[src/rtl/apb_tmr_pkg.sv]
package apb_tmr_pkg;

    localparam int OFS_W = 6;

    localparam logic [OFS_W-1:0] OFS_MODE = 6'h04;
    localparam logic [OFS_W-1:0] OFS_LOAD = 6'h08;
    localparam logic [OFS_W-1:0] OFS_ENA  = 6'h10;
    localparam logic [OFS_W-1:0] OFS_RLD  = 6'h14;
    localparam logic [OFS_W-1:0] OFS_VAL  = 6'h18;
    localparam logic [OFS_W-1:0] OFS_STAT = 6'h1C;
    localparam logic [OFS_W-1:0] OFS_MASK = 6'h20;

    typedef enum logic {
        RUN_CONT   = 1'b0,
        RUN_SINGLE = 1'b1
    } run_mode_e;

    typedef struct packed {
        logic mode;
        logic load;
        logic ena;
        logic rld;
        logic stat;
        logic mask;
    } tmr_wr_t;

    function automatic tmr_wr_t decode_wr(input logic hit, input logic [OFS_W-1:0] ofs);
        tmr_wr_t w;
        w = '0;
        if (hit) begin
            case (ofs)
                OFS_MODE: w.mode = 1'b1;
                OFS_LOAD: w.load = 1'b1;
                OFS_ENA:  w.ena  = 1'b1;
                OFS_RLD:  w.rld  = 1'b1;
                OFS_STAT: w.stat = 1'b1;
                OFS_MASK: w.mask = 1'b1;
                default:  w = '0;
            endcase
        end
        return w;
    endfunction

endpackage

[src/rtl/tmr_regdec.sv]
module tmr_regdec
    import apb_tmr_pkg::*;
#(
    parameter int NCH    = 4,
    parameter int ADDR_W = 8,
    parameter int CH_W   = 2
) (
    input  logic                 psel,
    input  logic                 penable,
    input  logic                 pwrite,
    input  logic [ADDR_W-1:0]    paddr,
    output tmr_wr_t [NCH-1:0]    wr_o,
    output logic [CH_W-1:0]      ch_o,
    output logic [OFS_W-1:0]     ofs_o,
    output logic                 ch_valid_o
);

    logic wr_acc;

    assign ofs_o      = paddr[OFS_W-1:0];
    assign ch_o       = paddr[OFS_W +: CH_W];
    assign ch_valid_o = ({1'b0, ch_o} < (CH_W+1)'(NCH));
    assign wr_acc     = psel && penable && pwrite && ch_valid_o;

    for (genvar g = 0; g < NCH; g++) begin : g_dec
        assign wr_o[g] = decode_wr(wr_acc && (ch_o == CH_W'(g)), ofs_o);
    end

endmodule

[src/rtl/tmr_chan.sv]
module tmr_chan
    import apb_tmr_pkg::*;
#(
    parameter int CNT_W    = 32,
    parameter int DATA_W   = 32,
    parameter int BUSY_CYC = 3
) (
    input  logic              clk,
    input  logic              rst,
    input  tmr_wr_t           wr,
    input  logic [DATA_W-1:0] wdata,
    input  logic [OFS_W-1:0]  rd_ofs,
    output logic [DATA_W-1:0] rdata,
    output logic              irq
);

    localparam int BC_W = $clog2(BUSY_CYC + 1);

    run_mode_e        mode_q;
    logic [CNT_W-1:0] load_q;
    logic [CNT_W-1:0] cnt_q;
    logic             en_q;
    logic             pend_q;
    logic             mask_q;
    logic [BC_W-1:0]  busy_cnt;
    logic             busy;
    logic             expire;
    logic             start;
    logic             clr_ok;

    assign busy   = (busy_cnt != '0);
    assign expire = en_q && (cnt_q == '0);
    assign start  = wr.ena && wdata[0] && !en_q;
    assign clr_ok = wr.stat && wdata[0] && !busy;

    always_ff @(posedge clk) begin
        if (rst) begin
            mode_q <= RUN_CONT;
            load_q <= '0;
            mask_q <= 1'b1;
        end else begin
            if (wr.mode) mode_q <= run_mode_e'(wdata[0]);
            if (wr.load) load_q <= wdata[CNT_W-1:0];
            if (wr.mask) mask_q <= wdata[0];
        end
    end

    always_ff @(posedge clk) begin
        if (rst) begin
            cnt_q <= '0;
            en_q  <= 1'b0;
        end else begin
            if (wr.ena)
                en_q <= wdata[0];
            else if (expire && mode_q == RUN_SINGLE)
                en_q <= 1'b0;

            if (wr.rld || start)
                cnt_q <= load_q;
            else if (expire) begin
                if (mode_q == RUN_CONT) cnt_q <= load_q;
            end else if (en_q)
                cnt_q <= cnt_q - 1'b1;
        end
    end

    always_ff @(posedge clk) begin
        if (rst) begin
            pend_q   <= 1'b0;
            busy_cnt <= '0;
        end else begin
            if (expire)
                pend_q <= 1'b1;
            else if (clr_ok)
                pend_q <= 1'b0;

            if (clr_ok)
                busy_cnt <= BC_W'(BUSY_CYC);
            else if (busy)
                busy_cnt <= busy_cnt - 1'b1;
        end
    end

    assign irq = pend_q && !mask_q;

    always_comb begin
        rdata = '0;
        case (rd_ofs)
            OFS_MODE: rdata[0]   = mode_q;
            OFS_LOAD: rdata      = DATA_W'(load_q);
            OFS_ENA:  rdata[0]   = en_q;
            OFS_VAL:  rdata      = DATA_W'(cnt_q);
            OFS_STAT: rdata[1:0] = {busy, pend_q};
            OFS_MASK: rdata[0]   = mask_q;
            default:  rdata      = '0;
        endcase
    end

    assert_count_down_R2: assert property (@(posedge clk) disable iff (rst)
        (en_q && cnt_q != '0 && !wr.rld && !wr.ena) |=> (cnt_q == $past(cnt_q) - 1'b1));

    assert_reload_strobe_R4: assert property (@(posedge clk) disable iff (rst)
        wr.rld |=> (cnt_q == $past(load_q)));

    assert_single_stops_R6: assert property (@(posedge clk) disable iff (rst)
        (en_q && cnt_q == '0 && mode_q == RUN_SINGLE && !wr.ena) |=> (!en_q && cnt_q == '0 && pend_q));

    assert_clear_busy_R8: assert property (@(posedge clk) disable iff (rst)
        (wr.stat && wdata[0] && !busy && !(en_q && cnt_q == '0)) |=> (!pend_q && busy));

    assert_busy_ignores_R9: assert property (@(posedge clk) disable iff (rst)
        (wr.stat && busy && pend_q) |=> pend_q);

    assert_expiry_wins_R10: assert property (@(posedge clk) disable iff (rst)
        (en_q && cnt_q == '0 && wr.stat && wdata[0] && !busy) |=> (pend_q && busy));

endmodule

[src/rtl/apb_multi_timer.sv]
module apb_multi_timer
    import apb_tmr_pkg::*;
#(
    parameter int NCH      = 4,
    parameter int ADDR_W   = 8,
    parameter int DATA_W   = 32,
    parameter int CNT_W    = 32,
    parameter int BUSY_CYC = 3
) (
    input  logic              clk,
    input  logic              rst,
    input  logic              psel,
    input  logic              penable,
    input  logic              pwrite,
    input  logic [ADDR_W-1:0] paddr,
    input  logic [DATA_W-1:0] pwdata,
    output logic [DATA_W-1:0] prdata,
    output logic              pready,
    output logic [NCH-1:0]    irq
);

    localparam int CH_W = (NCH > 1) ? $clog2(NCH) : 1;

    tmr_wr_t [NCH-1:0] wr;
    logic [CH_W-1:0]   ch_sel;
    logic [OFS_W-1:0]  ofs;
    logic              ch_valid;
    logic [DATA_W-1:0] ch_rd [NCH];

    tmr_regdec #(.NCH(NCH), .ADDR_W(ADDR_W), .CH_W(CH_W)) u_dec (
        .psel       (psel),
        .penable    (penable),
        .pwrite     (pwrite),
        .paddr      (paddr),
        .wr_o       (wr),
        .ch_o       (ch_sel),
        .ofs_o      (ofs),
        .ch_valid_o (ch_valid)
    );

    for (genvar g = 0; g < NCH; g++) begin : g_ch
        tmr_chan #(.CNT_W(CNT_W), .DATA_W(DATA_W), .BUSY_CYC(BUSY_CYC)) u_chan (
            .clk    (clk),
            .rst    (rst),
            .wr     (wr[g]),
            .wdata  (pwdata),
            .rd_ofs (ofs),
            .rdata  (ch_rd[g]),
            .irq    (irq[g])
        );
    end

    assign pready = 1'b1;
    assign prdata = (psel && ch_valid) ? ch_rd[ch_sel] : '0;

endmodule

[config.mk]
export PLATFORM = sky130hd
export DESIGN_NAME = apb_multi_timer
export DESIGN_NICKNAME = d
export VERILOG_FILES = /design/src/rtl/apb_tmr_pkg.sv /design/src/rtl/tmr_regdec.sv /design/src/rtl/tmr_chan.sv /design/src/rtl/apb_multi_timer.sv
export SDC_FILE = /design/constraint.sdc
export NUM_CORES = 1
export LEC_CHECK = 0
export ABC_CLOCK_PERIOD_IN_PS = 4700
export BUFFER_PORTS_ARGS = -buffer_cell sky130_fd_sc_hd__buf_2
export CORE_ASPECT_RATIO = 0.6
export CORE_MARGIN = 5
export CORE_UTILIZATION = 40
export CTS_CLUSTER_SIZE = 10
export DETAILED_ROUTE_END_ITERATION = 12
export PLACE_DENSITY_LB_ADDON = 0.15
export RECOVER_POWER = 50
export SLEW_MARGIN = 10
export SYNTH_ARGS = -nofsm -noshare
export SYNTH_HDL_FRONTEND = slang
export SYNTH_SLANG_ARGS = --single-unit
export TNS_END_PERCENT = 5
[constraint.sdc]
create_clock -name clk -period 4.7 [get_ports clk]
set_input_delay 1.175 -clock clk [delete_from_list [all_inputs] [get_ports clk]]
set_output_delay 1.175 -clock clk [all_outputs]
set_load 0.01 [all_outputs]
==> summary.md <==
| Metric | Value |
|---|---|
| Outcome | finished with violations |
| Failing checks | capacitance limit, slew limit |
| Initial Util | 0.408 |
| Grt ovf | 0 |
| Crit-path max cell delay | 0.91 ns |
| Worst Tran Pin Value | 2.19 ns |
| Global-route wire length before repair | 99200 um |
| Worst hold margin | 0.466 ns |
| Skew-Pair Late Insertion Delay | 0.53 ns |
| Fmax | 225 MHz |
| Post-layout min period | 4.44 ns |
| Vias per cell | 6.48 |
| Tot GR Track Use | 0.291 |
| EDFF count, synth | 0 |
| Num CTS Buffers | 34 |
| Reg clk slew, reported paths | 0.06 ns |
| Nets | 2124 |
| Crit. End Element | flip-flop |
| Die W | 269 um |
| H-tree Lvls | 2 |
| Largest net degree at the start of global routing | 200 |
| Setup violators final | 0 |
| Slew margin rel. | -0.460 |
| Clk sinks | 280 |
| Syn avg cell area | 7.87 sq um |
| DR WL/cell | 25.5 um |
| Max-cap viol count | 4 |
| Required @ worst endpoint | 5.12 ns |
| Site Rows | 56 |
| Seq cells post-synth | 280 |
| Die area | 44400 sq um |
| TritonRoute pass-1 iters | 6 |
| Syn nets | 2095 |
| Seq/Total Area, Yosys | 0.349 |
| CTS Root Cell | clkbuf_16 |
| Final clock skew | 0.0196 ns |
| Register-to-Register Path Depth | 9 |
| Setup bufs post-CTS | 0 |
| Synth warnings | 0 |
| Static Leak | 6.76 nW |
| Post-route setup TNS | 0 ns |
| Antenna diodes | 0 |
| Top Family by Delay on Critical Path | simple AND/OR/NAND/NOR gates |
| Final ANT Viol Nets | 0 |
| Clk buf depth | 3 |
| Top-Level Pins | 82 |
| GP Congestion | 0.983 |
| Tcrit/Tclk final | 0.944 |
| Vias in the first global route | 15161 |
| RSZ-0062 raised after global routing | false |
| Die Y | 165 um |
| Layout cell share with drive strength beyond 1 | 0.129 |
| CORE AREA | 39400 sq um |
| Critical path type | in -> reg |
| Cell Area, Synth | 16100 sq um |
| Hold_buf cts | 0 |
| PortBufs | 80 |
| Final design utilization | 0.458 |
| CP arrival | 4.85 ns |
| Antenna violations before repair | 0 |
| Worst-path maximum fanout | 22 |
| Mapped Cells | 2042 |
| DR vias | 16838 |
| Final hold vios | 0 |
| Layout area overhead | 12.3% |
| Ys async rst share | 0 |
| Dpl hpwl | 47400 um |
| Pwr Density | 290 nW/um^2 |
| Max Slew Vio Count | 132 |
| CTS tree | done |
| Max IR drop VDD | 0.000193 V |
| DRC viols | 0 |
| CP Cell Sequence | buf_4, clkbuf_1, nor2_1, nand2_1, nor3_1, clkbuf_1, or2_0, nand2_1, o32ai_1 |
| Hold path depth | 1 |
| WL final | 66300 um |
| Startpoint types | input port |
| Critical path depth in cells | 9 |
| DRT iter0 DRCs | 2323 |
| Ys flop type | dfxtp_1 |
| Cts repair resizes | 0 |
| Max stage delay cell, worst path | or2_0 |
| Post-synth cell types | 79 |
| Buf/Inv on CP | 3 |
| Hold Path Class | reg -> reg |
## power by group
group	total [mW]	leakage, nW	internal, mW	switching [mW]
Clock	2.39	0.447	1.34	1.05
Combinational	0.424	4.05	0.147	0.277
Sequential	2.42	2.26	2.40	0.0147
Total	5.24	6.76	3.89	1.34
## cell type report
type | instances | area, sq um
Fill cell | 3989 | 21300
Timing Repair Buffer | 150 | 993
Clock buffer | 39 | 901
Clock inverter | 2 | 16.3
Inverter | 81 | 304
Sequential cell | 280 | 5610
Tap cell | 522 | 653
Multi-Input combinational cell | 1524 | 9570
## logic make-up (layout without fill, tap and decap cells)
family | Yosys count | after routing | share of synthesized area
AOI/OAI and AO/OA | 591 | 591 | 0.226
xor gates and xnor gates | 3 | 3 | 0.00164
adders and majority gates | 8 | 8 | 0.00623
buffers and inverters | 238 | 272 | 0.0578
DFF | 280 | 280 | 0.349
muxes | 122 | 122 | 0.123
other | 1 | 1 | 0.000233
and+or+nand+nor | 799 | 799 | 0.236
## placed cells by master, fill, tap and decap left out, drive strengths merged, types with 11 or more instances in the layout
cell type,count
nor3,86
nor2,139
a21oi,299
or3,31
nand2,328
a211oi,23
o32ai,50
and4,11
nor4,44
buf,134
and3,14
dfxtp,280
inv,82
mux2i,55
o21ai,82
mux4,60
or4,20
o22ai,15
clkbuf,55
nand4,26
o211ai,15
and2,12
nand3,42
nor2b,13
## path summary, 6_finish.rpt
| kind | start | end | slack [ns] |
|---|---|---|---|
| worst max-delay path | paddr[7] | g_ch[0].u_chan.cnt_q[19]$_SDFFE_PP0P_ | 0.26 |
| worst min-delay path | g_ch[1].u_chan.busy_cnt[0]$_SDFFE_PP0P_ | g_ch[1].u_chan.busy_cnt[0]$_SDFFE_PP0P_ | 0.47 |
| worst max register to register | g_ch[2].u_chan.cnt_q[0]$_SDFFE_PP0P_ | g_ch[2].u_chan.cnt_q[6]$_SDFFE_PP0P_ | 0.65 |
| worst min register to register | g_ch[1].u_chan.busy_cnt[0]$_SDFFE_PP0P_ | g_ch[1].u_chan.busy_cnt[0]$_SDFFE_PP0P_ | 0.47 |
## synthesized netlist by cell type, types with 42 or more instances
master | number | share of area
nor3_1 | 86 | 0.027
nand2_1 | 328 | 0.077
mux4_2 | 60 | 0.084
nor2_1 | 139 | 0.032
a21oi_1 | 299 | 0.093
dfxtp_1 | 280 | 0.35
o32ai_1 | 50 | 0.027
nand3_1 | 42 | 0.013
mux2i_1 | 55 | 0.034
inv_1 | 81 | 0.019
clkbuf_1 | 125 | 0.029
o21ai_0 | 80 | 0.025
## routing by layer
| metal | GRT usage | routed length (um) |
|---|---|---|
| met2 | 0.383 | 25200 |
| met5 | 0 | 0 |
| met1 | 0.459 | 31100 |
| met3 | 0.0832 | 8410 |
| met4 | 0.0683 | 1620 |
## sequential cells by signal (all words and copies together), names as in the netlist
register              flops
g_ch.u_chan.busy_cnt      8
g_ch.u_chan.cnt_q       128
g_ch.u_chan.mode_q        4
g_ch.u_chan.pend_q        4
g_ch.u_chan.mask_q        4
g_ch.u_chan.load_q      128
g_ch.u_chan.en_q          4
## through the flow
stage	total power [mW]	cells	cell area (sq um)	worst slack (ns)
2_1_floorplan	2.73	2042	16100	0.346
3_3_place_gp	2.88	2557	17200	0.455
3_5_place_dp	2.89	2557	17200	0.363
4_1_cts	5.25	2598	18100	0.346
5_1_grt	5.40	2598	18000	0.0771
6_report	5.24	2598	18000	0.264
No activity file was read; power rests on OpenSTA's default activity.
